--- src/rtl/lossclk_pkg.sv ---
package lossclk_pkg;

    localparam int MODE_W    = 2;
    localparam int NUM_FLAGS = 2;
    localparam int FLAG_LOC  = 0;
    localparam int FLAG_LOL  = 1;

    typedef enum logic [MODE_W-1:0] {
        M_SELF = 2'b00,
        M_FEI  = 2'b01,
        M_BYP  = 2'b10,
        M_FEE  = 2'b11
    } clk_mode_e;

    typedef struct packed {
        logic ref_on;
        logic osc_on;
    } mon_t;

    typedef struct packed {
        logic ref_evt;
        logic osc_evt;
    } evt_t;

    function automatic logic is_engaged(clk_mode_e m);
        return (m == M_FEI) || (m == M_FEE);
    endfunction

    function automatic clk_mode_e fallback_mode(clk_mode_e cur, evt_t e, logic ref_ok);
        clk_mode_e nxt;
        nxt = cur;
        case (cur)
            M_FEE: begin
                if (e.ref_evt && !ref_ok)
                    nxt = M_SELF;
                else if (e.ref_evt || e.osc_evt)
                    nxt = M_BYP;
            end
            M_BYP: begin
                if (e.ref_evt)
                    nxt = M_SELF;
            end
            default: nxt = cur;
        endcase
        return nxt;
    endfunction

endpackage

--- src/rtl/lossclk_monsel.sv ---
module lossclk_monsel
    import lossclk_pkg::*;
(
    input  logic      clk,
    input  logic      rst,
    input  clk_mode_e act,
    input  logic      gen_off,
    input  logic      detect_disable,
    input  logic      ref_valid,
    input  logic      osc_stable,
    input  logic      ref_loss,
    input  logic      osc_loss,
    output mon_t      mon,
    output evt_t      evt
);

    logic armed_q;

    always_ff @(posedge clk) begin
        if (rst || gen_off)
            armed_q <= 1'b0;
        else if (act != M_SELF)
            armed_q <= (act != M_BYP);
        else if (osc_stable)
            armed_q <= 1'b1;
    end

    always_comb begin
        mon = '0;
        if (!gen_off && !detect_disable) begin
            case (act)
                M_SELF: begin mon.ref_on = 1'b1;      mon.osc_on = armed_q | osc_stable; end
                M_FEI:  begin mon.ref_on = 1'b0;      mon.osc_on = 1'b1; end
                M_BYP:  begin mon.ref_on = ref_valid; mon.osc_on = 1'b0; end
                default: begin mon.ref_on = 1'b1;     mon.osc_on = 1'b1; end
            endcase
        end
        evt.ref_evt = ref_loss & mon.ref_on;
        evt.osc_evt = osc_loss & mon.osc_on;
    end

endmodule

--- src/rtl/lossclk_modectl.sv ---
module lossclk_modectl
    import lossclk_pkg::*;
(
    input  logic              clk,
    input  logic              rst,
    input  logic              sw_wr,
    input  logic [MODE_W-1:0] sw_mode,
    input  evt_t              evt,
    input  logic              ref_valid,
    output clk_mode_e         req,
    output clk_mode_e         act
);

    clk_mode_e fb;
    logic      fb_take;

    always_comb begin
        fb      = fallback_mode(act, evt, ref_valid);
        fb_take = (fb != act);
    end

    always_ff @(posedge clk) begin
        if (rst) begin
            req <= M_SELF;
            act <= M_SELF;
        end else if (fb_take) begin
            req <= fb;
            act <= fb;
        end else begin
            if (sw_wr)
                req <= clk_mode_e'(sw_mode);
            act <= req;
        end
    end

endmodule

--- src/rtl/lossclk_flags.sv ---
module lossclk_flags
    import lossclk_pkg::*;
#(
    parameter int N = NUM_FLAGS
) (
    input  logic         clk,
    input  logic         rst,
    input  logic [N-1:0] set_vec,
    input  logic         stat_rd,
    input  logic         flag_wr,
    input  logic         flag_wdata,
    input  logic         loc_reset_en,
    input  logic         lol_reset_en,
    output logic [N-1:0] flags,
    output logic         irq,
    output logic         rst_req
);

    logic rd_seen_q;
    logic ack_fire;

    assign ack_fire = flag_wr & flag_wdata & rd_seen_q & ~loc_reset_en;

    always_ff @(posedge clk) begin
        if (rst)
            rd_seen_q <= 1'b0;
        else if (ack_fire)
            rd_seen_q <= 1'b0;
        else if (stat_rd && (|flags))
            rd_seen_q <= 1'b1;
        else if (~|flags)
            rd_seen_q <= 1'b0;
    end

    for (genvar i = 0; i < N; i++) begin : g_flag
        always_ff @(posedge clk) begin
            if (rst)
                flags[i] <= 1'b0;
            else if (set_vec[i])
                flags[i] <= 1'b1;
            else if (ack_fire)
                flags[i] <= 1'b0;
        end
    end

    always_comb begin
        rst_req = (flags[FLAG_LOC] & loc_reset_en) | (flags[FLAG_LOL] & lol_reset_en);
        irq     = flags[FLAG_LOC] & ~loc_reset_en & ~(flags[FLAG_LOL] & lol_reset_en);
    end

endmodule

--- src/rtl/lossclk_supervisor.sv ---
module lossclk_supervisor
    import lossclk_pkg::*;
(
    input  logic              clk,
    input  logic              rst,
    input  logic              sw_wr,
    input  logic [MODE_W-1:0] sw_mode,
    input  logic              gen_off,
    input  logic              detect_disable,
    input  logic              ref_valid,
    input  logic              osc_stable,
    input  logic              ref_loss,
    input  logic              osc_loss,
    input  logic              stat_rd,
    input  logic              flag_wr,
    input  logic              flag_wdata,
    input  logic              loc_reset_en,
    input  logic              lol_reset_en,
    output logic [MODE_W-1:0] mode_req,
    output logic [MODE_W-1:0] mode_act,
    output logic              loss_stat,
    output logic              lock_stat,
    output logic              ref_mon,
    output logic              osc_mon,
    output logic              irq,
    output logic              rst_req
);

    clk_mode_e            req_m;
    clk_mode_e            act_m;
    mon_t                 mon;
    evt_t                 evt;
    logic [NUM_FLAGS-1:0] set_vec;
    logic [NUM_FLAGS-1:0] flags;

    lossclk_monsel u_monsel (
        .clk            (clk),
        .rst            (rst),
        .act            (act_m),
        .gen_off        (gen_off),
        .detect_disable (detect_disable),
        .ref_valid      (ref_valid),
        .osc_stable     (osc_stable),
        .ref_loss       (ref_loss),
        .osc_loss       (osc_loss),
        .mon            (mon),
        .evt            (evt)
    );

    lossclk_modectl u_modectl (
        .clk       (clk),
        .rst       (rst),
        .sw_wr     (sw_wr),
        .sw_mode   (sw_mode),
        .evt       (evt),
        .ref_valid (ref_valid),
        .req       (req_m),
        .act       (act_m)
    );

    always_comb begin
        set_vec           = '0;
        set_vec[FLAG_LOC] = evt.ref_evt | evt.osc_evt;
        set_vec[FLAG_LOL] = (evt.ref_evt | evt.osc_evt) & is_engaged(act_m);
    end

    lossclk_flags #(.N(NUM_FLAGS)) u_flags (
        .clk          (clk),
        .rst          (rst),
        .set_vec      (set_vec),
        .stat_rd      (stat_rd),
        .flag_wr      (flag_wr),
        .flag_wdata   (flag_wdata),
        .loc_reset_en (loc_reset_en),
        .lol_reset_en (lol_reset_en),
        .flags        (flags),
        .irq          (irq),
        .rst_req      (rst_req)
    );

    assign mode_req  = req_m;
    assign mode_act  = act_m;
    assign loss_stat = flags[FLAG_LOC];
    assign lock_stat = flags[FLAG_LOL];
    assign ref_mon   = mon.ref_on;
    assign osc_mon   = mon.osc_on;

endmodule

--- config.mk ---
export PLATFORM = sky130hd
export DESIGN_NAME = lossclk_supervisor
export DESIGN_NICKNAME = d
export VERILOG_FILES = /design/src/rtl/lossclk_pkg.sv /design/src/rtl/lossclk_monsel.sv /design/src/rtl/lossclk_modectl.sv /design/src/rtl/lossclk_flags.sv /design/src/rtl/lossclk_supervisor.sv
export SDC_FILE = /design/constraint.sdc
export NUM_CORES = 1
export LEC_CHECK = 0
export ABC_AREA = 0
export BUFFER_PORTS_ARGS = -buffer_cell sky130_fd_sc_hd__buf_2
export CAP_MARGIN = 10
export CORE_AREA = 8 8 45 47
export CTS_CLUSTER_DIAMETER = 80
export DETAILED_ROUTE_END_ITERATION = 16
export DIE_AREA = 0 0 53 55
export PLACE_DENSITY_LB_ADDON = 0.2
export SLEW_MARGIN = 25
export SYNTH_ARGS = -nofsm -noshare
export SYNTH_HDL_FRONTEND = slang
export SYNTH_HIERARCHICAL = 1
export SYNTH_SLANG_ARGS = --single-unit
--- constraint.sdc ---
create_clock -name clk -period 1.6 [get_ports clk]
set_clock_uncertainty 0.15 [all_clocks]
set_input_delay 0.24 -clock clk [delete_from_list [all_inputs] [get_ports clk]]
set_output_delay 0.24 -clock clk [all_outputs]
set_load 0.02 [all_outputs]
==> results_dict.tcl, run 1 <==
set metrics [dict create \
    outcome "finished with violations" \
    violations "setup timing" \
    rsz0062_at_grt "yes" \
    final_net_count 96 \
    drive_gt1_share_pct 66.7 \
    portBuffers 25 \
    cts_buffers 3 \
    start_kind "flip-flop" \
    hp-class "in -> reg" \
    ant_nets 0 \
    async_flop_share_pct 0 \
    grt_pass1_wl_um 1960 \
    hold_slack_ns 0.108 \
    via_per_inst 4.91 \
    synthTopCellsByArea "dfxtp_1 (37%), a2111oi_4 (6.3%), o21a_1 (5.2%), o21bai_4 (4.3%), a211oi_1 (3.4%)" \
    start_util_pct 31.5 \
    worst_pin_slew_ns 0.313 \
    core-area_sq_um 1380 \
    synth_cells 42 \
    synth_top_area_share_pct 36.8 \
    worst-endpoint-required_ns 1.21 \
    cts_tree "done" \
    ys_seq_area_share_pct 36.8 \
    synth.ff_latch_count 8 \
    slew_violations 0 \
    track_usage_pct 8.99 \
    cts_htree_levels 1 \
    p_leak_nw 0.332 \
    overflow 0 \
    insertion_delay_ns 0.25 \
    drc 0 \
    dp_hpwl_um 964 \
    wire_per_inst_um 13.9 \
    num_vias 462 \
    crit_path_end_kind "primary output" \
    yosysWarnings 6 \
    fp.dieW_um 53 \
    cts.sinks 8 \
    fmax_mhz 623 \
    ios 26 \
    min_period_ns 1.61 \
    max-cap-violations 0 \
    grt_max_degree 10 \
    fin_area_sq_um 749 \
    hold_viol_final 0 \
    wirelength_um 1310 \
    fp.dieH_um 55 \
    synth_nets 58 \
    avgSynthCellArea_sq_um 10.4 \
    synth_area_leader_cell "dfxtp_1" \
    synth_ff_type "dfxtp_1" \
    slew_headroom_pct 79.1 \
    ctsLongestPathBuffers 2 \
    period_share_pct 100 \
    finalSetupViolations 1 \
    die_area_sq_um 2920 \
    firstDrtPassIters 2 \
    synth_edf_count 0 \
    grt_pass1_vias 456 \
    cp_max_fo 6 \
    fillers 132 \
    power_density_nw_per_um2 668 \
    diodes 0 \
    drt_iter0_drc 11 \
    crit_type "reg -> out" \
    synth_most_common_cell "dfxtp_1" \
    syn_to_final_growth_pct 72.1 \
    worst_slack_ns -0.00558 \
    synthesis.area_sq_um 435 \
    clkTransAtPathRegs_ns 0.05 \
    row_count 14 \
    vdd_drop_max_mv 0.465 \
    dpl-instance-area_sq_um 623 \
    cts_root_buffer "clkbuf_4" \
    worst_ep_arrival_time_ns 1.22 \
    antenna_found_initial 0 \
    synthTopCellsByCount "dfxtp_1 (8), inv_1 (4), o21a_1 (3)" \
    synthDistinctLibCells 26 \
    dp_slack_ns 0.00987 \
    gp_congestion 0.720 \
]
-- per-layer routing --
| layer | global-route usage [%] | vias up | wire, um |
|---|---|---|---|
| li1 | - | 234 | - |
| met1 | 10.6 | 205 | 563 |
| met4 | 5.17 | 0 | 10 |
| met3 | 4.28 | 2 | 134 |
| met5 | 0 | - | 0 |
| met2 | 13.1 | 21 | 599 |
-- cell type report --
cell class | count | area [sq um] | area share (%)
flip-flops and latches | 8 | 168 | 22.4
repair buffers | 33 | 201 | 26.9
clock buffers | 3 | 22.5 | 3.01
multi-input cells | 30 | 323 | 43.1
well taps | 16 | 20.0 | 2.67
inverters | 4 | 15.0 | 2.00
-- critical path: stages (launching register included) --
cell,delay (ns)
dfxtp_4,0.38
nor3b_4,0.25
buf_4,0.16
nor4_4,0.03
buf_4,0.15
-- registers in the layout, indices dropped and copies added, names as in the netlist --
| name | cells |
|---|---|
| u_modectl/req | 2 |
| u_flags/rd_seen_q | 1 |
| u_modectl/act | 2 |
| u_monsel/armed_q | 1 |
| u_flags/flags | 2 |
-- where the power goes --
| group | leakage, nW | internal [W] | switching [W] | total (W) |
|---|---|---|---|---|
| clock | 0.0138 | 0.0000856 | 0.0000655 | 0.000151 |
| combinational | 0.251 | 0.0000680 | 0.0000633 | 0.000131 |
| sequential | 0.0670 | 0.000208 | 0.0000101 | 0.000218 |
| total | 0.332 | 0.000362 | 0.000139 | 0.000501 |
-- logic make-up (layout without fill, tap and decap cells) --
logic type             Yosys count  in the layout  synth area share [%]
AO/OA/AOI/OAI                   14             14                  31.6
buffers and inverters            4             40                  3.45
multiplexers                     2              2                  5.75
flip-flops                       8              8                  36.8
AND/OR/NAND/NOR                 14             14                  22.4
-- cell usage in the layout, fill, tap and decap left out, types with 2 or more instances in the layout --
| master | n |
|---|---|
| buf_2 | 23 |
| buf_4 | 7 |
| dfxtp_1 | 6 |
| o21a_1 | 3 |
| clkbuf_4 | 3 |
| buf_6 | 3 |
| inv_1 | 3 |
| a211oi_1 | 2 |
| o22ai_1 | 2 |
| nand2b_1 | 2 |
| nor2b_4 | 2 |
| dfxtp_4 | 2 |
-- what timing repair did --
| action | CTS | global route |
|---|---|---|
| hold buffers | 0 | 0 |
| pin swaps | 2 | 6 |
| gates resized for setup | 7 | 12 |
| setup endpoints to repair | 1 | 7 |
| setup buffers | 3 | 1 |
-- final timing paths --
kind / to / cells past startpoint / from / slack [ns]
hold reg to reg: u_modectl/act[1] / 1 / u_modectl/req[1] / 0.34
setup reg to reg: u_flags/flags[1] / 8 / u_modectl/act[0] / 0.01
setup / recovery: ref_mon / 4 / u_modectl/act[1] / -0.006
hold / removal: u_monsel/armed_q / 2 / gen_off / 0.11
-- stage by stage --
step | total power [W] | std cells | setup TNS, ns | util, %
6_report | 0.000501 | 94 | -0.00558 | 54.2
5_1_grt | 0.000524 | 94 | -0.384 | 54.2
4_1_cts | 0.000496 | 93 | -0.0652 | 49.9
3_5_place_dp | 0.000333 | 87 | 0 | 45.0
3_3_place_gp | 0.000333 | 87 | 0 | 45.0
2_1_floorplan | 0.000282 | 42 | 0 | -
Note: power is estimated with default switching activity, not from simulation.
==> run 2, diff against run 1 <==
--- a/config.mk
+++ b/config.mk
@@ -5,7 +5,7 @@
 export SDC_FILE = /design/constraint.sdc
 export NUM_CORES = 1
 export LEC_CHECK = 0
-export ABC_AREA = 0
+export ABC_AREA = 1
 export BUFFER_PORTS_ARGS = -buffer_cell sky130_fd_sc_hd__buf_2
 export CAP_MARGIN = 10
 export CORE_AREA = 8 8 45 47
==> run 2 against run 1 <==
The flow now finishes without violations; synthesized area up 5.5%; global-route usage up 0.21 points; cell area decreased by 8.0%; sequential cell count unchanged; die area stayed put; worst setup slack better by 0.11 ns; via count up 12%; count of clock-buffer cells in the layout unchanged; wire length down 7.7%; non-clock buffer count shrank 6; critical endpoint is now u_modectl/req[1]; largest cell class unchanged; largest power group unchanged; highest routed layer unchanged.
==> results_dict.tcl, run 2 <==
set metrics [dict create \
    dp_slack_ns 0.0108 \
    num_vias 516 \
    cp_max_fo 7 \
    min_period_ns 1.50 \
    wirelength_um 1210 \
    vdd_drop_max_mv 0.442 \
    cts_buffers 3 \
    rrSetupSlack_ns 0.10 \
    reg_top3 "u_flags/flags: 2 flops, u_modectl/act: 2 flops, u_modectl/req: 2 flops" \
    reg2reg_depth 11 \
    synthTopCellsByArea "dfxtp_1 (35%), nand2_1 (15%), inv_1 (13%), nor2_1 (8.2%), a21oi_1 (4.4%)" \
    crit_type "reg -> reg" \
    power_density_nw_per_um2 691 \
    ant_nets 0 \
    overflow 0 \
    cts_root_buffer "clkbuf_4" \
    synth_edf_count 0 \
    cts_htree_levels 1 \
    async_flop_share_pct 0 \
    reg2reg_to "u_modectl/req[1]" \
    final_net_count 121 \
    worst_pin_slew_ns 0.144 \
    clkPwrFrac_pct 32.3 \
    layout_commonest_cell "buf_2" \
    row_count 14 \
    yosysWarnings 6 \
    worst_slack_ns 0.105 \
    ctsLongestPathBuffers 2 \
    synth.ff_latch_count 8 \
    die_area_sq_um 2920 \
    insertion_delay_ns 0.25 \
    final_cells 119 \
    dpl-instance-area_sq_um 607 \
    hp-class "in -> reg" \
    start_util_pct 33.2 \
    synth_cells 73 \
    drive_gt1_share_pct 46.6 \
    fp.dieH_um 55 \
    slew_violations 0 \
    cts.sinks 8 \
    grt_max_degree 9 \
    dp_hpwl_um 942 \
    via_per_inst 4.34 \
    syn_to_final_growth_pct 50.1 \
    setup.worst_path.start "u_modectl/act[0]" \
    synthTopCellsByCount "nand2_1 (18), inv_1 (16), nor2_1 (10), dfxtp_1 (8)" \
    grt_pass1_wl_um 1900 \
    ios 26 \
    max-cap-violations 0 \
    ys_seq_area_share_pct 34.9 \
    firstDrtPassIters 3 \
    synth_area_leader_cell "dfxtp_1" \
    p_comb_share_pct 22.2 \
    synth_nets 89 \
    cts_tree "done" \
    fin_area_sq_um 689 \
    cts_hold_buf 0 \
    switching_share_pct 29.1 \
    avgSynthCellArea_sq_um 6.29 \
    synth_ff_type "dfxtp_1" \
    critPathCapture "u_modectl/req[1]" \
    fillers 162 \
    track_usage_pct 9.20 \
    grt_pass1_vias 479 \
    synthesis.area_sq_um 459 \
    outcome "complete, no violations" \
    crit_path_end_kind "flip-flop" \
    diodes 0 \
    worst-endpoint-required_ns 1.59 \
    switchingPower_w 0.000139 \
    slew_headroom_pct 90.4 \
    hold_viol_final 0 \
    core-area_sq_um 1380 \
    start_kind "flip-flop" \
    timing.rr.start "u_modectl/act[0]" \
    finalSetupViolations 0 \
    fp.dieW_um 53 \
    worst_ep_arrival_time_ns 1.49 \
    final_cell_mix "buf_2 (25), nand2_1 (16), inv_1 (14)" \
    synth_top_area_share_pct 34.9 \
    period_share_pct 93.4 \
    gp_congestion 0.665 \
    dp_cells 114 \
    clkTransAtPathRegs_ns 0.05 \
    antenna_found_initial 0 \
    fmax_mhz 669 \
    synthDistinctLibCells 15 \
    drt_iter0_drc 10 \
    portBuffers 25 \
    p_int_w 0.000338 \
    wire_per_inst_um 10.1 \
    p_leak_nw 0.388 \
    synth_most_common_cell "nand2_1" \
    drc 0 \
    p_seq_share_pct 45.5 \
]
run 2: through the flow:
stage | power [W] | hold WS (ns) | TNS [ns] | utilization, %
2_1_floorplan | 0.000275 | 0.152 | 0 | -
3_3_place_gp | 0.000316 | 0.290 | 0 | 43.9
3_5_place_dp | 0.000318 | 0.292 | 0 | 43.9
4_1_cts | 0.000479 | 0.0778 | 0 | 45.7
5_1_grt | 0.000523 | 0.0861 | -0.0273 | 49.8
6_report | 0.000477 | 0.0850 | 0 | 49.8
run 2: final cells by class:
| type | instances | area, sq um | share of cell area [%] |
|---|---|---|---|
| multi-input combinational | 48 | 275 | 39.9 |
| sequential | 8 | 168 | 24.3 |
| timing repair buffer | 27 | 140 | 20.3 |
| inverter | 17 | 63.8 | 9.26 |
| clock buffer | 3 | 22.5 | 3.27 |
| tap | 16 | 20.0 | 2.90 |
run 2: critical path, stage by stage (launching register included):
cell     delay, ns
dfxtp_4       0.38
nor2_1        0.05
nand2_1       0.12
nand3_4       0.09
nor2_4        0.14
nand2_2       0.07
nand2_4       0.08
nand2_4       0.07
nand2_1       0.06
nand2_1       0.05
nor2_1        0.09
nor2_1        0.04
run 2: power groups by stage:
stage / Combinational (W) / Sequential [W] / Clock (W)
final: 0.000106 / 0.000217 / 0.000154
after global routing: 0.000119 / 0.000218 / 0.000185
after CTS: 0.0000962 / 0.000218 / 0.000164
after detailed placement: 0.0000951 / 0.000223 / 0
after global placement: 0.0000937 / 0.000222 / 0
after floorplan: 0.0000456 / 0.000230 / 0
run 2: metal layers:
layer / GRT usage (%) / vias up / wire, um
met5: 0 / - / 0
met4: 5.17 / 0 / 11
met3: 6.15 / 2 / 97
met2: 14.6 / 13 / 639
met1: 8.85 / 221 / 457
li1: - / 280 / -
run 2: kinds of logic (layout without fill, tap and decap cells):
kind of cell,after synthesis,in the layout,share of synthesized area [%]
simple gates,43,43,45.5
buf+inv,17,47,13.9
flops,8,8,34.9
compound gates,5,5,5.72
run 2: what timing repair did:
action,CTS,global route
cloned,0,0
gates resized for setup,1,12
endpoints found under the setup margin,1,4
pin swaps,0,7
setup buffers,0,2
run 2: worst min path at each step:
stage | start | to | depth (start not counted)
2_1_floorplan | rst | u_modectl/act[1] | 1
3_3_place_gp | u_modectl/req[0] | u_modectl/act[0] | 2
3_5_place_dp | u_modectl/req[0] | u_modectl/act[0] | 2
4_1_cts | stat_rd | u_flags/rd_seen_q | 3
5_1_grt | stat_rd | u_flags/rd_seen_q | 3
6_report | stat_rd | u_flags/rd_seen_q | 3
